### config.mk
export PLATFORM = sky130hd
export DESIGN_NAME = tlru_victim_sel
export DESIGN_NICKNAME = d
export VERILOG_FILES = /design/src/rtl/tlru_pkg.sv /design/src/rtl/tlru_order_shift.sv /design/src/rtl/tlru_window_pick.sv /design/src/rtl/tlru_victim_sel.sv
export SDC_FILE = /design/constraint.sdc
export NUM_CORES = 1
export LEC_CHECK = 0
export BUFFER_PORTS_ARGS = -buffer_cell sky130_fd_sc_hd__buf_2
export CAP_MARGIN = 0
export CELL_PAD_IN_SITES_DETAIL_PLACEMENT = 0
export CELL_PAD_IN_SITES_GLOBAL_PLACEMENT = 1
export CORE_UTILIZATION = 46
export DETAILED_ROUTE_END_ITERATION = 16
export PLACE_DENSITY_LB_ADDON = 0.1
export SETUP_SLACK_MARGIN = 0.3
export SLEW_MARGIN = 20
export SYNTH_ARGS = -nofsm -noshare
export SYNTH_HDL_FRONTEND = slang
export SYNTH_SLANG_ARGS = --single-unit
### constraint.sdc
create_clock -name clk -period 6.39 [get_ports clk]
set_input_delay 1.917 -clock clk [delete_from_list [all_inputs] [get_ports clk]]
set_output_delay 1.917 -clock clk [all_outputs]
set_load 0.03 [all_outputs]
### src/rtl/tlru_pkg.sv
package tlru_pkg;
  localparam int unsigned DEF_WAYS = 8;
  localparam int unsigned DEF_WIN  = 3;
  localparam int unsigned DEF_SETS = 16;

  typedef enum logic {
    ACC_HIT  = 1'b0,
    ACC_FILL = 1'b1
  } acc_kind_e;
endpackage

### src/rtl/tlru_order_shift.sv
// Moves one way to the most-recent slot of a flattened recency list.
module tlru_order_shift #(
  parameter int unsigned WAYS = 8,
  localparam int unsigned WW  = $clog2(WAYS)
) (
  input  logic [WAYS*WW-1:0] ord_in,
  input  logic [WW-1:0]      acc_way,
  output logic [WAYS*WW-1:0] ord_out
);
  logic [WAYS-1:0] at_or_older;

  always_comb begin
    at_or_older = '0;
    for (int i = WAYS - 1; i >= 0; i--) begin
      if (i == WAYS - 1)
        at_or_older[i] = (ord_in[i*WW +: WW] == acc_way);
      else
        at_or_older[i] = at_or_older[i+1] | (ord_in[i*WW +: WW] == acc_way);
    end
  end

  always_comb begin
    ord_out[WW-1:0] = acc_way;
    for (int i = 1; i < WAYS; i++) begin
      ord_out[i*WW +: WW] = at_or_older[i] ? ord_in[(i-1)*WW +: WW]
                                           : ord_in[i*WW +: WW];
    end
  end
endmodule

### src/rtl/tlru_window_pick.sv
// Chooses the victim among the WIN least recent positions.
module tlru_window_pick #(
  parameter int unsigned WAYS = 8,
  parameter int unsigned WIN  = 3,
  localparam int unsigned WW  = $clog2(WAYS)
) (
  input  logic [WAYS*WW-1:0] ord_in,
  input  logic [WAYS-1:0]    rank_in,
  input  logic               hot_rank,
  output logic [WW-1:0]      victim
);
  logic [WW-1:0] slot_way;

  always_comb begin
    victim = ord_in[(WAYS-1)*WW +: WW];
    for (int i = WAYS - WIN; i < WAYS; i++) begin
      slot_way = ord_in[i*WW +: WW];
      if (rank_in[slot_way] != hot_rank)
        victim = slot_way;
    end
  end
endmodule

### src/rtl/tlru_victim_sel.sv
module tlru_victim_sel #(
  parameter int unsigned WAYS = tlru_pkg::DEF_WAYS,
  parameter int unsigned WIN  = tlru_pkg::DEF_WIN,
  parameter int unsigned SETS = tlru_pkg::DEF_SETS,
  localparam int unsigned WW  = $clog2(WAYS),
  localparam int unsigned SW  = $clog2(SETS)
) (
  input  logic          clk,
  input  logic          rst,
  input  logic          cfg_hot_rank,
  input  logic          upd_valid,
  input  logic          upd_fill,
  input  logic [SW-1:0] upd_set,
  input  logic [WW-1:0] upd_way,
  input  logic          upd_rank,
  input  logic [SW-1:0] qry_set,
  output logic [WW-1:0] victim_way
);
  import tlru_pkg::*;

  logic [WAYS*WW-1:0] ord_q  [SETS];
  logic [WAYS-1:0]    rank_q [SETS];

  logic [WAYS*WW-1:0] ord_upd_cur, ord_upd_nxt, ord_rd;
  logic [WAYS-1:0]    rank_rd;
  acc_kind_e          acc_kind;

  assign acc_kind    = acc_kind_e'(upd_fill);
  assign ord_upd_cur = ord_q[upd_set];
  assign ord_rd      = ord_q[qry_set];
  assign rank_rd     = rank_q[qry_set];

  tlru_order_shift #(.WAYS(WAYS)) u_shift (
    .ord_in  (ord_upd_cur),
    .acc_way (upd_way),
    .ord_out (ord_upd_nxt)
  );

  tlru_window_pick #(.WAYS(WAYS), .WIN(WIN)) u_pick (
    .ord_in   (ord_rd),
    .rank_in  (rank_rd),
    .hot_rank (cfg_hot_rank),
    .victim   (victim_way)
  );

  always_ff @(posedge clk) begin
    if (rst) begin
      for (int s = 0; s < SETS; s++) begin
        for (int i = 0; i < WAYS; i++)
          ord_q[s][i*WW +: WW] <= WW'(i);
        rank_q[s] <= '0;
      end
    end else if (upd_valid) begin
      ord_q[upd_set] <= ord_upd_nxt;
      if (acc_kind == ACC_FILL)
        rank_q[upd_set][upd_way] <= upd_rank;
    end
  end

  // ---------------- assertions ----------------
  logic [WAYS-1:0] present_ways;
  int unsigned     win_cool_cnt;
  logic            victim_in_win;

  always_comb begin
    present_ways  = '0;
    win_cool_cnt  = 0;
    victim_in_win = 1'b0;
    for (int i = 0; i < WAYS; i++) begin
      present_ways[ord_rd[i*WW +: WW]] = 1'b1;
      if (i >= int'(WAYS - WIN)) begin
        if (rank_rd[ord_rd[i*WW +: WW]] != cfg_hot_rank)
          win_cool_cnt = win_cool_cnt + 1;
        if (ord_rd[i*WW +: WW] == victim_way)
          victim_in_win = 1'b1;
      end
    end
  end

  assert_mru_on_update_R2: assert property (@(posedge clk) disable iff (rst)
    upd_valid |=> ord_q[$past(upd_set)][WW-1:0] == $past(upd_way));

  assert_order_is_perm_R2: assert property (@(posedge clk) disable iff (rst)
    $countones(present_ways) == WAYS);

  assert_fill_rank_R3: assert property (@(posedge clk) disable iff (rst)
    (upd_valid && upd_fill) |=> rank_q[$past(upd_set)][$past(upd_way)] == $past(upd_rank));

  assert_victim_in_window_R5: assert property (@(posedge clk) disable iff (rst)
    victim_in_win);

  assert_cool_first_R6: assert property (@(posedge clk) disable iff (rst)
    (win_cool_cnt != 0) |-> (rank_rd[victim_way] != cfg_hot_rank));

  assert_all_hot_lru_R7: assert property (@(posedge clk) disable iff (rst)
    (win_cool_cnt == 0) |-> (victim_way == ord_rd[(WAYS-1)*WW +: WW]));
endmodule

==> results of run 1 <==
layout by cell type (no fill, tap or decap), drive strengths merged, types with 3 or more instances in the layout:
cell	netlist	routed
edfxtp	512	512
nor2	313	313
nand2	247	247
buf	37	199
mux4	195	195
a21o	112	112
clkbuf	125	67
and3	45	45
mux2i	38	38
clkinv	0	29
nand2b	24	24
a22oi	21	21
o21bai	16	16
xnor2	15	15
nand3	15	15
nor2b	9	9
nor3	7	7
xor2	6	6
inv	5	6
and2	5	5
nand3b	3	3
through the flow:
stage                     setup WS, ns  utilization [%]  total power, uW  cell area [um2]  hold slack (ns)
after floorplan                  0.161                -             4470            25400            0.999
after global placement          -0.324             50.2             4780            27100             1.17
after detailed placement        -0.359             50.2             4790            27100             1.18
after CTS                       -0.210             53.5             7730            28800             1.19
after global routing            -0.292             53.5             7920            28900             1.23
final                           -0.187             53.5             7700            28900             1.18
worst max-delay path: cells and delay by family:
family / cells / cell delay [ns]
buf+inv: 3 / 0.42
simple gates: 3 / 0.37
mux: 3 / 1.33
compound gates: 3 / 0.59
area by class of cell:
| class | count | area (um2) | area share (%) |
|---|---|---|---|
| multi-input cells | 1095 | 9310 | 32.3 |
| flip-flops and latches | 512 | 15400 | 53.3 |
| clock buffers | 67 | 1440 | 5.00 |
| well taps | 696 | 871 | 3.02 |
| clock inverters | 32 | 181 | 0.629 |
| inverters | 5 | 18.8 | 0.0651 |
| repair buffers | 199 | 1660 | 5.74 |
cells by family (layout without fill, tap and decap cells):
| family | after synthesis | in the layout |
|---|---|---|
| compound gates | 163 | 163 |
| xor+xnor | 21 | 21 |
| buf+inv | 167 | 303 |
| flops | 512 | 512 |
| mux | 235 | 235 |
| simple gates | 676 | 676 |
report_power, final:
group | leakage [uW] | switching, uW | internal (uW)
sequential | 0.00447 | 30.6 | 3790
clock | 0.000798 | 1320 | 1630
combinational | 0.00428 | 562 | 363
total | 0.00955 | 1910 | 5790
sequential cells by signal, indices dropped and copies added, names as in the netlist:
signal / flops
rank_q: 128
ord_q: 384
routing by layer:
metal / track usage, % / up-vias
met1: 38.7 / 8356
met4: 7.72 / 0
met3: 5.54 / 121
li1: - / 6856
met5: 0 / -
met2: 44.0 / 738
path summary, 6_finish.rpt:
kind	to	slack [ns]	cells past startpoint
min reg2reg	ord_q[7][4]	1.18	4
max reg2reg	ord_q[0][3]	2.86	9
min	ord_q[7][4]	1.18	4
max	victim_way[1]	-0.19	12
repair_timing:
action | 4_1_cts | 5_1_grt
setup buffers | 3 | 1
pin swaps | 8 | 2
cloned | 1 | 0
resized for setup | 19 | 3
setup endpoints to repair | 3 | 3
==> reports/qor.csv, run 1 <==
stage,metric,value,unit
route,Pre-antenna DRT Iters,5,
yosys,synth warn,0,
yosys,Post-Syn Area,25200,um2
grt,remaining global-route overflow,0,
setup_path,FF-to-FF Start,ord_q[11][20],
clock_tree,Skew-Pair Late Insertion Delay,0.61,ns
clock_tree,CTS Hold Bufs,0,
floorplan,DIE HEIGHT,236,um
yosys,post-synthesis cell type count,46,
sta,Final Hold Vio Count,0,
clock_tree,CTS H-tree depth,2,
run,maxcap violations,0,
grt,Overall Global Routing Usage,27.6,%
setup_path,Setup crit start,qry_set[0],
yosys,largest family of logic cells by synthesized area,multiplexers,
power,Pleak,0.00955,uW
layout,P&R area growth vs syn,14.6,%
sta,TNS Setup,-0.505,ns
yosys,top-count cell post-synth,edfxtp_1,
floorplan,# IOs,20,
floorplan,die area,55700,um2
yosys,Synth top area share,61.1,%
grt,largest net degree at the start of global routing,76,
sta,Final period util,103,%
sta,final-report setup violation count,3,
grt,number of global-route vias before repair,16200,
yosys,Synth Area in Adders,0,%
floorplan,starting density of the core,46.7,%
place,DP HPWL,49.9,mm
clock_tree,Num CTS Buffers,55,
layout,antenna diode count,0,
place,buffers added on ports,19,
yosys,Syn Area/Cell,14.2,um2
yosys,Post-synth EDFFs,512,
yosys,post-synthesis mux area share,19.2,%
place,Placed Cells,2502,
yosys,Synth top cells by count,"512 x edfxtp_1, 312 x nor2_1, 247 x nand2_1",
yosys,ys flop type,edfxtp_1,
setup_path,crit path cell chain,buf_12 > buf_12 > mux4_2 > a22oi_1 > nand2_1 > mux4_2 > mux2i_4 > nor2_1 > a31o_2 > nand2_2 > o221ai_4 > buf_6,
yosys,Synth Area in Compound Gates,4.92,%
clock_tree,clock sink count,512,
clock_tree,maximum root-to-sink buffer count,3,
yosys,sequential-to-total area share from yosys stat,61.1,%
grt,first-pass GRT wire length,110,mm
layout,layout cell share with drive strength beyond 1,27.0,%
sta,worst setup margin,-0.187,ns
setup_path,largest incremental delay on the critical path,0.58,ns
route,routed vias,16100,
power,maximum vdd ir drop,0.194,mV
route,DRC violations left,0,
clock_tree,CTS tree,built,
floorplan,Core Area,53900,um2
setup_path,worst-path maximum fanout,10,
layout,Layout Nets,1885,
hold_path,hold_sp,ord_q[6][1],
sta,Worst Tran Pin Value,1.10,ns
sta,fin crit period,6.58,ns
grt,initial antenna violation count,0,
route,Iter 0 DRT Violations,1830,
route,routed vias/inst,6.17,
route,wl on met1,31.1,mm
outcome,run status,"finished, violations left",
layout,"Cell Count, Final, Fillers Out",2606,
sta,highest clock rate,152,MHz
floorplan,Cell Rows,85,
setup_path,CP max stage cell,mux4_2,
route,Met3 Routed Length,6.81,mm
setup_path,Critical Path RT,4.47,ns
setup_path,CP arrival,4.66,ns
yosys,fraction of registers with async set/reset,0,%
outcome,failing checks,negative setup slack,
route,routed len/inst,29.1,um
sta,RSZ-0062 raised after global routing,yes,
setup_path,Startpoint Class,input pin,
clock_tree,"CTS clk-pin slew, worst paths",0.06,ns
sta,Final Skew,0.0182,ns
route,top sig layer,met4,
yosys,Syn Nets,1791,
setup_path,type of the worst setup path,in2out,
yosys,largest area contributor in the netlist,edfxtp_1,
sta,Max-slew headroom,26.8,%
yosys,dominant cells by area after synthesis,"edfxtp_1 61%, mux4_2 17%, nor2_1 4.7%",
route,Post-DRT Antenna Nets,0,
sta,max-slew violations,0,
yosys,Gate Count Post-Synth,1774,
route,drt total wl,75.8,mm
power,PwrDens,267,nW/um2
route,WL met2,36.0,mm
setup_path,Critical Path End Type,output pin,
yosys,Synth Register Bits,512,
layout,filler instances,4456,
yosys,Synth Area in XOR/XNOR,0.731,%
hold_path,Hold WC Path Type,reg2reg,
yosys,Synth Area in Simple Gates,11.2,%
floorplan,Die Wd,236,um
place,RePlAce Congestion,0.820,
clock_tree,clock tree root driver cell,clkbuf_16,
Note: power is estimated with default switching activity, not from simulation.
==> run 2, diff against run 1 <==
--- a/config.mk
+++ b/config.mk
@@ -9,11 +9,10 @@
 export CAP_MARGIN = 0
 export CELL_PAD_IN_SITES_DETAIL_PLACEMENT = 0
 export CELL_PAD_IN_SITES_GLOBAL_PLACEMENT = 1
-export CORE_UTILIZATION = 46
+export CORE_UTILIZATION = 35
 export DETAILED_ROUTE_END_ITERATION = 16
 export PLACE_DENSITY_LB_ADDON = 0.1
 export SETUP_SLACK_MARGIN = 0.3
-export SLEW_MARGIN = 20
 export SYNTH_ARGS = -nofsm -noshare
 export SYNTH_HDL_FRONTEND = slang
 export SYNTH_SLANG_ARGS = --single-unit
==> constraint.sdc (replaced) <==
create_clock -name clk -period 7 [get_ports clk]
set_input_delay 2.1 -clock clk [delete_from_list [all_inputs] [get_ports clk]]
set_output_delay 2.1 -clock clk [all_outputs]
set_load 0.03 [all_outputs]
==> run 2 against run 1 <==
The flow now finishes without violations. Critical path depth stayed put. Clock power about the same. Die area rose by 31%. Wire length rose by 7.7%. Worst setup slack improved by 0.34 ns. Combinational power shrank 7.4%. Clock-buffer cell count up 14. Final cell count increased by 8.3%. Utilization is 12 points lower. First-iteration DRC count decreased by 25%.
==> reports/qor.csv, run 2 (synthesis gave the netlist of run 1 again) <==
stage,metric,value,unit
floorplan,DIE HEIGHT,270,um
layout,max reg flops,384,
grt,remaining global-route overflow,0,
layout,"most common cell after layout, fill and taps aside",edfxtp_1,
route,DRC violations left,0,
setup_path,Critical Path RT,4.90,ns
hold_path,hold_sp,ord_q[4][1],
clock_tree,maximum root-to-sink buffer count,3,
layout,"Cell Count, Final, Fillers Out",2823,
sta,Final Skew,0.0202,ns
layout,most frequent cells in the layout,"512 x edfxtp_1, 300 x nor2_1, 236 x nand2_1",
layout,biggest regs,"ord_q x384, rank_q x128",
setup_path,Critical Path End Type,output pin,
power,Pleak,0.00947,uW
setup_path,worst setup path endpoint,victim_way[0],
floorplan,starting density of the core,35.6,%
sta,Max-slew headroom,23.5,%
layout,P&R area growth vs syn,15.9,%
setup_path,CP max stage cell,mux4_2,
clock_tree,Num CTS Buffers,59,
floorplan,Cell Rows,97,
setup_path,reg-to-reg critical path endpoint,ord_q[0][3],
clock_tree,CTS tree,built,
sta,fin crit period,6.85,ns
clock_tree,Skew-Pair Late Insertion Delay,0.63,ns
sta,final-report setup violation count,0,
layout,filler instances,6543,
setup_path,largest incremental delay on the critical path,0.61,ns
setup_path,worst-path maximum fanout,5,
route,Iter 0 DRT Violations,1371,
place,DP HPWL,50.9,mm
floorplan,die area,73000,um2
power,PwrDens,251,nW/um2
sta,highest clock rate,146,MHz
floorplan,Core Area,70600,um2
grt,first-pass GRT wire length,118,mm
place,DP Worst Slack,-0.256,ns
place,buffers added on ports,19,
sta,Worst Tran Pin Value,1.15,ns
sta,Final Hold Vio Count,0,
floorplan,# IOs,20,
grt,number of global-route vias before repair,16400,
clock_tree,"CTS clk-pin slew, worst paths",0.06,ns
layout,final instance area,29200,um2
sta,Final period util,97.8,%
grt,initial antenna violation count,0,
layout,Layout Nets,1853,
route,routed vias,15800,
hold_path,Hold WC Path Type,reg2reg,
place,DP Area,27100,um2
clock_tree,CTS H-tree depth,2,
setup_path,Startpoint Class,input pin,
route,Pre-antenna DRT Iters,5,
route,routed vias/inst,5.60,
sta,RSZ-0062 raised after global routing,yes,
sta,max-slew violations,0,
layout,largest reg by FF count,ord_q,
route,routed len/inst,28.9,um
setup_path,CP arrival,4.75,ns
outcome,run status,"finished, final reports clean",
setup_path,R2R cell count,9,
power,maximum vdd ir drop,0.179,mV
clock_tree,CTS Hold Bufs,0,
setup_path,FF-to-FF Start,ord_q[3][19],
route,drt total wl,81.7,mm
floorplan,Die Wd,270,um
setup_path,crit path cell chain,buf_16 > buf_6 > mux4_2 > a22o_1 > a221oi_4 > mux4_2 > nand2_2 > nand2_4 > a21boi_4 > o2bb2ai_4 > o221ai_4 > buf_6,
clock_tree,clock tree root driver cell,clkbuf_16,
sta,worst setup margin,0.153,ns
grt,Overall Global Routing Usage,22.5,%
place,RePlAce Congestion,0.786,
layout,antenna diode count,0,
setup_path,"setup slack, reg-to-reg",3.51,ns
power,Pwr Total,7320,uW
grt,largest net degree at the start of global routing,85,
route,Post-DRT Antenna Nets,0,
place,Placed Cells,2711,
layout,layout cell share with drive strength beyond 1,26.6,%
setup_path,type of the worst setup path,in2out,
clock_tree,clock sink count,512,
setup_path,Setup crit start,qry_set[0],
run,maxcap violations,0,
==> run 2: changes by cell type in the layout (fill, tap and decap cells not counted), moves of 3 or more <==
cell / previous run / this run
a22oi_1: 17 / 13
nand2b_2: 0 / 10
a22oi_2: 4 / 8
nand2_1: 240 / 236
nand2b_1: 24 / 14
clkinv_2: 11 / 6
nand2_2: 6 / 10
clkbuf_1: 11 / 21
buf_4: 170 / 127
buf_6: 5 / 8
clkbuf_16: 56 / 60
buf_8: 0 / 3
bufinv_16: 1 / 4
==> run 2: cell type report <==
| type | instances | area [um2] | area share [%] |
|---|---|---|---|
| sequential | 512 | 15400 | 52.7 |
| multi-input combinational | 1095 | 9350 | 32.1 |
| clock buffer | 81 | 1580 | 5.42 |
| clock inverter | 27 | 231 | 0.793 |
| timing repair buffer | 163 | 1450 | 4.96 |
| inverter | 5 | 18.8 | 0.0643 |
| tap | 940 | 1180 | 4.03 |
==> run 2: worst min path at each step <==
stage	slack (ns)	endpoint	cells past startpoint
floorplan	1.0	ord_q[10][3]	4
global route	1.23	ord_q[4][4]	4
global placement	1.17	ord_q[2][5]	4
CTS	1.20	ord_q[10][4]	4
finish	1.18	ord_q[10][4]	4
detailed placement	1.19	ord_q[4][4]	4
==> run 2: timing repair <==
action	in CTS	in global routing
gates resized for setup	45	7
cloned	2	0
pin swaps	12	4
setup buffers	2	0
setup endpoints to repair	3	3
==> run 2: report_power, final <==
group | total [uW] | switching [uW] | internal [uW]
clock network | 2970 | 1260 | 1710
registers | 3490 | 27.0 | 3460
logic | 856 | 527 | 329
==> run 2: per-layer routing <==
layer	GRT usage [%]	up-vias	share of wire, %
met5	0	-	0
met1	31.3	8413	44
met4	5.68	0	2.3
met2	37.0	476	48
met3	3.46	109	5.4
li1	-	6799	-
==> run 2: through the flow <==
stage / utilization, % / hold slack, ns / TNS [ns]
after floorplan: - / 0.999 / 0
after global placement: 38.4 / 1.17 / -0.699
after detailed placement: 38.4 / 1.19 / -0.722
after CTS: 41.3 / 1.20 / 0
after global routing: 41.3 / 1.23 / 0
final: 41.3 / 1.18 / 0
==> run 2: critical path: cells and delay by family <==
kind                   cells  cell delay, ns
buffers and inverters      3            0.38
AOI/OAI and AO/OA          5            0.96
muxes                      2            1.08
and+or+nand+nor            2            0.21
==> run 3, diff against run 2 <==
--- a/config.mk
+++ b/config.mk
@@ -11,7 +11,7 @@
 export CELL_PAD_IN_SITES_GLOBAL_PLACEMENT = 1
 export CORE_UTILIZATION = 35
 export DETAILED_ROUTE_END_ITERATION = 16
-export PLACE_DENSITY_LB_ADDON = 0.1
+export PLACE_DENSITY = 0.6
 export SETUP_SLACK_MARGIN = 0.3
 export SYNTH_ARGS = -nofsm -noshare
 export SYNTH_HDL_FRONTEND = slang
==> run 3 against run 2 <==
Wire length decreased by 4.9%. Design area decreased by 0.35%. Largest power group unchanged. Critical path type unchanged. Highest routed layer unchanged. Combinational power about the same. Clock skew decreased by 0.0090 ns. Worst hold slack got worse by 0.0044 ns. Clock-buffer cell count decreased by 9. Critical endpoint is now victim_way[2]. Maximum frequency decreased by 1.7%. Via count increased by 0.91%.
==> reports/qor.csv, run 3 (synthesis gave the netlist of run 1 again) <==
stage,metric,value,unit
power,Pleak,0.00940,uW
setup_path,Critical Path End Type,output pin,
clock_tree,clock sink count,512,
place,Placed Cells,2704,
route,drt total wl,77.7,mm
route,Post-DRT Antenna Nets,0,
clock_tree,Skew-Pair Late Insertion Delay,0.62,ns
layout,P&R area growth vs syn,15.5,%
sta,highest clock rate,144,MHz
layout,"most common cell after layout, fill and taps aside",edfxtp_1,
hold_path,Hold WC Path Type,reg2reg,
floorplan,die area,73000,um2
power,maximum vdd ir drop,0.197,mV
power,Pint,5290,uW
grt,Overall Global Routing Usage,21.4,%
grt,number of global-route vias before repair,16400,
place,DP HPWL,48.0,mm
place,RePlAce Congestion,0.811,
route,routed vias/inst,5.68,
grt,first-pass GRT wire length,113,mm
layout,Layout Nets,1846,
power,Pwr Total,7050,uW
power,sequential share of power,49.5,%
clock_tree,"CTS clk-pin slew, worst paths",0.06,ns
clock_tree,CTS H-tree depth,2,
sta,Final Skew,0.0112,ns
clock_tree,CTS tree,built,
route,DRC violations left,0,
layout,most frequent cells in the layout,"512 x edfxtp_1, 296 x nor2_1, 236 x nand2_1",
floorplan,# IOs,20,
power,Net Sw Frac,24.9,%
clock_tree,CTS Hold Bufs,0,
sta,Max-slew headroom,21.5,%
sta,Hold WS,1.18,ns
layout,largest reg by FF count,ord_q,
clock_tree,clock tree root driver cell,clkbuf_16,
sta,TNS Setup,0,ns
hold_path,Min-Delay Path Depth,4,
setup_path,R2R cell count,10,
place,DP Area,27100,um2
layout,layout cell share with drive strength beyond 1,26.8,%
outcome,run status,"finished, final reports clean",
setup_path,type of the worst setup path,in2out,
route,routed vias,15900,
place,buffers added on ports,19,
layout,biggest regs,"ord_q x384, rank_q x128",
sta,max-slew violations,0,
layout,max reg flops,384,
route,routed len/inst,27.7,um
power,P_sw,1750,uW
floorplan,DIE HEIGHT,270,um
floorplan,Core Area,70600,um2
grt,initial antenna violation count,0,
sta,Worst Tran Pin Value,1.18,ns
clock_tree,maximum root-to-sink buffer count,3,
sta,Final Hold Vio Count,0,
power,Clock power frac,38.4,%
route,Pre-antenna DRT Iters,5,
sta,RSZ-0062 raised after global routing,yes,
floorplan,Cell Rows,97,
sta,Final period util,99.5,%
setup_path,"setup slack, reg-to-reg",3.51,ns
clock_tree,Num CTS Buffers,55,
floorplan,Die Wd,270,um
setup_path,worst-path maximum fanout,5,
route,Iter 0 DRT Violations,1527,
sta,fin crit period,6.97,ns
power,Logic pwr share,12.2,%
setup_path,Critical Path RT,4.90,ns
layout,final instance area,29100,um2
power,PwrDens,242,nW/um2
layout,antenna diode count,0,
layout,"Cell Count, Final, Fillers Out",2808,
run,maxcap violations,0,
setup_path,Startpoint Class,input pin,
sta,final-report setup violation count,0,
setup_path,CP arrival,4.87,ns
grt,remaining global-route overflow,0,
grt,largest net degree at the start of global routing,76,
floorplan,starting density of the core,35.6,%
run 3: cell count changes in the layout (fill, tap and decap cells not counted), moves of 7 or more:
cell	before	now
nand2b_1	14	22
nand2b_2	10	2
a22oi_2	8	15
buf_4	127	120
a22oi_1	13	6
buf_12	11	18
run 3: per-layer routing:
metal | vias to the layer above | part of all wire, % | global-route usage (%)
li1 | 6776 | - | -
met1 | 8471 | 42 | 28.2
met2 | 585 | 49 | 36.3
met3 | 108 | 6.4 | 3.40
met4 | 0 | 2.6 | 6.24
met5 | - | 0 | 0
run 3: timing repair:
action                                  in CTS  in global routing
buffers inserted                             5                  1
pin swaps                                    9                  7
cloned                                       2                  0
gates resized for setup                     39                 18
hold endpoints to repair                     0                  0
endpoints found under the setup margin       3                  3
run 3: stage by stage:
step / utilization, % / setup slack, ns
after global placement: 38.4 / -0.106
after floorplan: - / 0.301
after CTS: 41.0 / 0.0690
after detailed placement: 38.4 / -0.148
after global routing: 41.2 / -0.0118
final: 41.2 / 0.0334
run 3: final timing paths:
kind	startpoint	end
max reg2reg	ord_q[8][21]	ord_q[12][6]
min	ord_q[7][2]	ord_q[0][5]
max	qry_set[0]	victim_way[2]
min reg2reg	ord_q[7][2]	ord_q[0][5]
run 3: cell type report:
cell class | instances | area (um2)
clock buffer | 72 | 1460
sequential | 512 | 15400
timing repair buffer | 160 | 1490
clock inverter | 24 | 153
fill | 6441 | 41600
tap | 940 | 1180
multi-input combinational | 1095 | 9400
inverter | 5 | 18.8
run 3: critical path, cell delays in order:
cell	delay, ns
buf_16	0.11
buf_8	0.12
buf_12	0.10
buf_16	0.13
buf_12	0.11
mux4_2	0.50
mux4_2	0.63
mux2i_2	0.21
buf_4	0.16
or4_4	0.47
nand3_2	0.09
buf_6	0.13
run 3: power by group through the flow:
stage | Combinational [uW] | Sequential, uW | Clock, uW
5_1_grt | 908 | 3490 | 2860
4_1_cts | 847 | 3490 | 2760
3_3_place_gp | 806 | 3550 | 0
6_report | 857 | 3490 | 2700
3_5_place_dp | 814 | 3550 | 0
2_1_floorplan | 531 | 3540 | 0
